**config.mk**
```make
export PLATFORM = sky130hd
export DESIGN_NAME = mprd_seq
export DESIGN_NICKNAME = d
export VERILOG_FILES = /design/src/rtl/mprd_pkg.sv /design/src/rtl/mprd_pclk_div.sv /design/src/rtl/mprd_phase_timer.sv /design/src/rtl/mprd_bus_drv.sv /design/src/rtl/mprd_seq.sv
export SDC_FILE = /design/constraint.sdc
export NUM_CORES = 1
export LEC_CHECK = 0
export BUFFER_PORTS_ARGS = -buffer_cell sky130_fd_sc_hd__buf_2
export CORE_MARGIN = 3
export CORE_UTILIZATION = 50
export CTS_BUF_LIST = sky130_fd_sc_hd__clkbuf_2 sky130_fd_sc_hd__clkbuf_4 sky130_fd_sc_hd__clkbuf_8
export DETAILED_ROUTE_END_ITERATION = 10
export PLACE_DENSITY = 0.78
export REMOVE_ABC_BUFFERS = 1
export SLEW_MARGIN = 20
export SYNTH_ARGS = -nofsm -noshare
export SYNTH_HDL_FRONTEND = slang
export SYNTH_SLANG_ARGS = --single-unit
```
**constraint.sdc**
```tcl
create_clock -name clk -period 3.1 [get_ports clk]
set_input_delay 0.155 -clock clk [delete_from_list [all_inputs] [get_ports clk]]
set_output_delay 0.155 -clock clk [all_outputs]
set_load 0.05 [all_outputs]
```
**src/rtl/mprd_pkg.sv**
```systemverilog
package mprd_pkg;

    localparam int DUR_W  = 5;
    localparam int ADDR_W = 16;
    localparam int DATA_W = 8;

    typedef enum logic [2:0] {
        PH_IDLE,
        PH_ALE,
        PH_SETTLE,
        PH_STROBE,
        PH_HOLD,
        PH_GAP,
        PH_RESTORE
    } phase_e;

    typedef struct packed {
        logic [DUR_W-1:0] dur;
        logic             hold_en;
        logic             flash_en;
        logic             ale_low;
    } rd_cfg_t;

    function automatic logic [DUR_W-1:0] eff_dur(input logic [DUR_W-1:0] d);
        return (d == '0) ? DUR_W'(1) : d;
    endfunction

    function automatic phase_e next_phase(input phase_e ph, input rd_cfg_t c);
        phase_e n;
        case (ph)
            PH_ALE:     n = PH_SETTLE;
            PH_SETTLE:  n = PH_STROBE;
            PH_STROBE:  n = c.hold_en ? PH_HOLD : (c.flash_en ? PH_GAP : PH_RESTORE);
            PH_HOLD:    n = c.flash_en ? PH_GAP : PH_RESTORE;
            PH_GAP:     n = PH_RESTORE;
            default:    n = PH_IDLE;
        endcase
        return n;
    endfunction

endpackage

```
**src/rtl/mprd_pclk_div.sv**
```systemverilog
module mprd_pclk_div #(
    parameter int RATIO = 2
) (
    input  logic clk,
    input  logic rst,
    input  logic restart,
    output logic pclk_last
);
    localparam int CW = (RATIO > 1) ? $clog2(RATIO) : 1;

    logic [CW-1:0] cnt_q;

    assign pclk_last = (cnt_q == CW'(RATIO - 1));

    always_ff @(posedge clk) begin
        if (rst || restart || pclk_last) begin
            cnt_q <= '0;
        end else begin
            cnt_q <= cnt_q + CW'(1);
        end
    end

    p_div_range_r2: assert property (@(posedge clk) disable iff (rst)
        cnt_q <= CW'(RATIO - 1));

endmodule

```
**src/rtl/mprd_phase_timer.sv**
```systemverilog
module mprd_phase_timer #(
    parameter int LEN_W = 8
) (
    input  logic             clk,
    input  logic             rst,
    input  logic             load,
    input  logic [LEN_W-1:0] load_len,
    input  logic             step,
    output logic             last
);
    logic [LEN_W-1:0] left_q;

    assign last = step && (left_q == LEN_W'(1));

    always_ff @(posedge clk) begin
        if (rst) begin
            left_q <= '0;
        end else if (load) begin
            left_q <= load_len;
        end else if (step && left_q != '0) begin
            left_q <= left_q - LEN_W'(1);
        end
    end

    // a phase is never loaded with zero length
    p_len_nonzero_r4: assert property (@(posedge clk) disable iff (rst)
        load |-> (load_len != '0));

endmodule

```
**src/rtl/mprd_bus_drv.sv**
```systemverilog
module mprd_bus_drv
    import mprd_pkg::*;
(
    input  logic   clk,
    input  logic   rst,
    input  phase_e phase,
    input  logic   ale_low,
    output logic   bus_ale,
    output logic   bus_rd_n,
    output logic   bus_hi_oe,
    output logic   bus_lo_oe
);
    logic ale_act;
    logic ale_tail_q;

    assign ale_act = (phase == PH_ALE);

    always_ff @(posedge clk) begin
        if (rst) begin
            ale_tail_q <= 1'b0;
        end else begin
            ale_tail_q <= ale_act;
        end
    end

    assign bus_ale   = ale_act ^ ale_low;
    assign bus_rd_n  = (phase != PH_STROBE);
    assign bus_hi_oe = (phase != PH_IDLE);
    assign bus_lo_oe = ale_act || ale_tail_q || (phase == PH_RESTORE);

    // no low-lane drive while memory drives data
    p_no_contention_r4: assert property (@(posedge clk) disable iff (rst)
        !bus_rd_n |-> !bus_lo_oe);

    p_hi_lane_held_r8: assert property (@(posedge clk) disable iff (rst)
        !bus_rd_n |-> bus_hi_oe);

    p_lo_release_r3: assert property (@(posedge clk) disable iff (rst)
        $fell(ale_act) |-> bus_lo_oe ##1 !bus_lo_oe);

    p_strobe_not_during_ale_r3: assert property (@(posedge clk) disable iff (rst)
        ale_act |-> bus_rd_n);

endmodule

```
**src/rtl/mprd_seq.sv**
```systemverilog
module mprd_seq
    import mprd_pkg::*;
#(
    parameter int PCLK_RATIO  = 2,
    parameter int ALE_PCLKS   = 2,
    parameter int HOLD_PCLKS  = 1,
    parameter int FLASH_PCLKS = 7
) (
    input  logic              clk,
    input  logic              rst,
    input  logic              req_valid,
    input  logic [ADDR_W-1:0] req_addr,
    output logic              req_ready,
    input  logic [DUR_W-1:0]  cfg_dur,
    input  logic              cfg_hold_en,
    input  logic              cfg_flash_en,
    input  logic              cfg_ale_low,
    output logic              rsp_valid,
    output logic [DATA_W-1:0] rsp_data,
    output logic [ADDR_W-1:0] bus_ad_out,
    input  logic [DATA_W-1:0] bus_ad_in,
    output logic              bus_hi_oe,
    output logic              bus_lo_oe,
    output logic              bus_ale,
    output logic              bus_rd_n
);
    localparam int LEN_W = DUR_W + 3;

    phase_e            phase_q;
    phase_e            phase_nxt;
    rd_cfg_t           cfg_q;
    logic [ADDR_W-1:0] addr_q;
    logic [DATA_W-1:0] data_q;
    logic              valid_q;

    logic              accept;
    logic              pclk_last;
    logic              step;
    logic              adv;
    logic              tmr_load;
    logic [LEN_W-1:0]  tmr_len;
    logic [LEN_W-1:0]  nxt_len;

    assign req_ready = (phase_q == PH_IDLE);
    assign accept    = req_valid && req_ready;
    assign step      = pclk_last && (phase_q != PH_IDLE);
    assign phase_nxt = next_phase(phase_q, cfg_q);

    always_comb begin
        case (phase_nxt)
            PH_STROBE: nxt_len = LEN_W'(eff_dur(cfg_q.dur));
            PH_HOLD:   nxt_len = LEN_W'(HOLD_PCLKS);
            PH_GAP:    nxt_len = LEN_W'(FLASH_PCLKS);
            default:   nxt_len = LEN_W'(1);
        endcase
    end

    assign tmr_load = accept || adv;
    assign tmr_len  = accept ? LEN_W'(ALE_PCLKS) : nxt_len;

    mprd_pclk_div #(.RATIO(PCLK_RATIO)) u_div (
        .clk       (clk),
        .rst       (rst),
        .restart   (accept),
        .pclk_last (pclk_last)
    );

    mprd_phase_timer #(.LEN_W(LEN_W)) u_tmr (
        .clk      (clk),
        .rst      (rst),
        .load     (tmr_load),
        .load_len (tmr_len),
        .step     (step),
        .last     (adv)
    );

    always_ff @(posedge clk) begin
        if (rst) begin
            phase_q <= PH_IDLE;
            cfg_q   <= '0;
            addr_q  <= '0;
            data_q  <= '0;
            valid_q <= 1'b0;
        end else begin
            valid_q <= 1'b0;
            if (accept) begin
                phase_q <= PH_ALE;
                addr_q  <= req_addr;
                cfg_q   <= '{dur: cfg_dur, hold_en: cfg_hold_en,
                             flash_en: cfg_flash_en, ale_low: cfg_ale_low};
            end else if (adv) begin
                phase_q <= phase_nxt;
                if (phase_q == PH_STROBE) begin
                    data_q <= bus_ad_in;
                end
                if (phase_nxt == PH_IDLE) begin
                    valid_q <= 1'b1;
                end
            end
        end
    end

    assign rsp_valid  = valid_q;
    assign rsp_data   = data_q;
    assign bus_ad_out = addr_q;

    mprd_bus_drv u_drv (
        .clk       (clk),
        .rst       (rst),
        .phase     (phase_q),
        .ale_low   (cfg_q.ale_low),
        .bus_ale   (bus_ale),
        .bus_rd_n  (bus_rd_n),
        .bus_hi_oe (bus_hi_oe),
        .bus_lo_oe (bus_lo_oe)
    );

    p_valid_when_idle_r9: assert property (@(posedge clk) disable iff (rst)
        rsp_valid |-> req_ready);

    p_busy_after_accept_r9: assert property (@(posedge clk) disable iff (rst)
        accept |=> !req_ready);

    p_addr_stable_r11: assert property (@(posedge clk) disable iff (rst)
        (!req_ready && $past(!req_ready)) |-> $stable(bus_ad_out));

    p_strobe_after_settle_r3: assert property (@(posedge clk) disable iff (rst)
        $fell(bus_rd_n) |-> $past(phase_q == PH_SETTLE));

endmodule

```
==> flow_summary.yaml <==
drt:
  num_vias: 1964
  dr.pass1.iters: 4
  final_antenna_net_count: 0
  drtIter0Drc: 104
  post_drt_wl_per_cell_um: 12.9
  routed_wl_mm: 4.71
  viasPerCell: 5.37
  drcViolationCount: 0
finish:
  syn2layout_area_growth_pct: 21.2
  mostFrequentLayoutCells: "nand2_1, buf_2, dfxtp_1, a21oi_1, nor2_1"
  n_antenna_cell: 0
  fin_nets: 355
  fillers: 343
  final_common_cell: "nand2_1"
  stdcell_count: 366
  drive_gt1_frac: 0.280
worst_setup_path:
  cp.depth: 6
  crit_start: "u_tmr.left_q[0]"
  cp_max_fo: 13
  r2r_cells: 6
  start_kind: "register"
  r2r_slack_ns: 1.05
  reg2reg_to: "rsp_valid"
  critPathMaxStageDelay_ns: 0.51
  crit_required_ns: 3.30
  path_delay_family: "simple AND/OR/NAND/NOR gates"
  cp.arrival_ns: 2.25
  crit_type: "register to register"
  cp-end-kind: "register"
  cp_cell_sequence: "ha_1 -> or3b_2 -> nor3_4 -> buf_4 -> o211ai_1 -> a2111oi_2"
  reg2reg_from: "u_tmr.left_q[0]"
  critical_path.endpoint: "rsp_valid"
  crit_buf_inv: 1
  cp_slowest_cell: "or3b_2"
clock_network:
  cts_buffers: 5
  clkSinkCount: 46
  cts_tree: "built"
  clk_latency_ns: 0.30
  cts.repair.resized: 0
  root_buffer: "clkbuf_8"
  cts_setup_buffers: 0
  holdBufCountCts: 0
  path_clk_slew_ns: 0.08
  clock_path_buffers: 2
  htree_levels: 2
synth:
  synth_ff_type: "dfxtp_1"
  yosysSeqAreaShare: 0.446
  synthCells: 258
  synth.distinct_cells: 45
  syn_area_mm2: 0.00207
  synth-edff-count: 0
  syn_avg_cell_area_um2: 8.01
  async_reset_ff_frac: 0
  synth-seq-cells: 46
  yosysWarnings: 0
timing:
  setup_viol: 0
  min_period_over_period: 0.661
  max_freq_ghz: 0.488
  period_needed_ns: 2.05
  skew_ns: 0.00594
  rsz0062_at_grt: "no"
  slew_viol_final: 0
  maxSlewHeadroom: 0.549
  finalSetupTns_ns: 0
  finalHoldViolations: 0
  worst_pin_slew_ns: 0.677
grt:
  antenna_found_initial: 0
  track_usage: 0.201
  grt_pass1_vias: 1887
  grt_max_degree: 40
  grt_pass1_wl_mm: 8.07
  overflow: 0
die:
  chipHeight_um: 70.3
  fp.dieArea_mm2: 0.00494
  core_area_mm2: 0.00383
  start_util: 0.540
  rows: 22
  pin_count: 65
  fp.dieW_um: 70.3
place:
  hpwlAfterDp_mm: 3.31
  io_buffers: 64
  routabilityCongestion: 0.949
  place_inst: 358
run_status:
  status: "finished, final reports clean"
run:
  drv_cap: 0
worst_hold_path:
  hp-class: "primary input to register"
pwr:
  p_per_area_mw_per_mm2: 524
  peakVddDrop_uv: 332
  power.static_leakage_nw: 1.07
sequential cells by signal (all words and copies together) (netlist names):
register,count
u_div.pclk_last,1
u_tmr.left_q,8
rsp_valid,1
rsp_data,8
cfg_q,8
bus_ad_out,16
phase_q,3
u_drv.ale_tail_q,1
power breakdown:
part           switching [mW]  leakage (nW)  internal [mW]
Clock                   0.203        0.0523          0.193
Sequential             0.0253         0.376          0.622
Combinational           0.182         0.640         0.0865
logic make-up (layout without fill, tap and decap cells):
family / after synthesis / in the layout / share of synthesized area
AND/OR/NAND/NOR: 114 / 114 / 0.252
AO/OA/AOI/OAI: 63 / 63 / 0.202
flip-flops: 46 / 46 / 0.446
buffers and inverters: 25 / 85 / 0.0508
XOR/XNOR: 5 / 5 / 0.0212
adder cells (fa/ha/maj): 3 / 3 / 0.0182
multiplexers: 2 / 2 / 0.00969
layer usage:
layer  wire (µm)  GRT usage  up-vias
li1            -          -     1008
met4          89     0.0745        0
met5           0          0        -
met1        2030      0.237      880
met2        2180      0.337       66
met3         404     0.0662       10
synth_stat cells, types with 3 or more instances:
master / count / area, µm²
inv_2: 5 / 18.8
nand3_1: 11 / 55.1
nor3_1: 4 / 20.0
inv_1: 4 / 15.0
xnor2_1: 3 / 26.3
a221oi_1: 3 / 26.3
ha_1: 3 / 37.5
clkbuf_1: 8 / 30.0
a21oi_1: 35 / 175
nor4_1: 3 / 18.8
nor2_1: 12 / 45.0
nand2_1: 67 / 251
buf_2: 6 / 30.0
nor2b_1: 3 / 18.8
dfxtp_1: 46 / 921
a211oi_1: 3 / 22.5
o21ai_0: 3 / 15.0
metrics by stage:
step / area [µm²] / total power, mW / setup WS (ns) / hold WS, ns / util
CTS: 2500 / 1.32 / 1.03 / 0.0733 / 0.655
global route: 2500 / 1.38 / 0.850 / 0.0710 / 0.655
detailed placement: 2410 / 0.930 / 1.05 / 0.401 / 0.629
finish: 2500 / 1.31 / 1.05 / 0.0773 / 0.655
global placement: 2410 / 0.927 / 1.11 / 0.395 / 0.629
floorplan: 2000 / 0.846 / 0.663 / 0.224 / -
layout make-up:
cell class,count,area [µm²],share of cell area
multi-input cells,187,1040,0.416
inverters,9,33.8,0.0135
well taps,48,60.1,0.0240
clock inverters,1,8.76,0.00350
flip-flops and latches,46,921,0.368
repair buffers,68,350,0.140
clock buffers,7,90.1,0.0360
worst reg2reg max path, cell delays in order (launching register included):
cell       delay [ns]
dfxtp_1          0.40
ha_1             0.16
or3b_2           0.51
nor3_4           0.15
buf_4            0.22
o211ai_1         0.15
a2111oi_2        0.36
how the worst min path moves through the flow:
stage / startpoint / to / slack [ns] / cells after the start
after CTS: req_addr[6] / bus_ad_out[6] / 0.07 / 3
after detailed placement: req_addr[4] / bus_ad_out[4] / 0.40 / 3
after global placement: req_addr[7] / bus_ad_out[7] / 0.39 / 3
after global routing: cfg_dur[4] / cfg_q[7] / 0.07 / 3
after floorplan: rst / bus_ad_out[0] / 0.22 / 1
final: req_addr[1] / bus_ad_out[1] / 0.08 / 3
No activity file was read; power rests on OpenSTA's default activity.
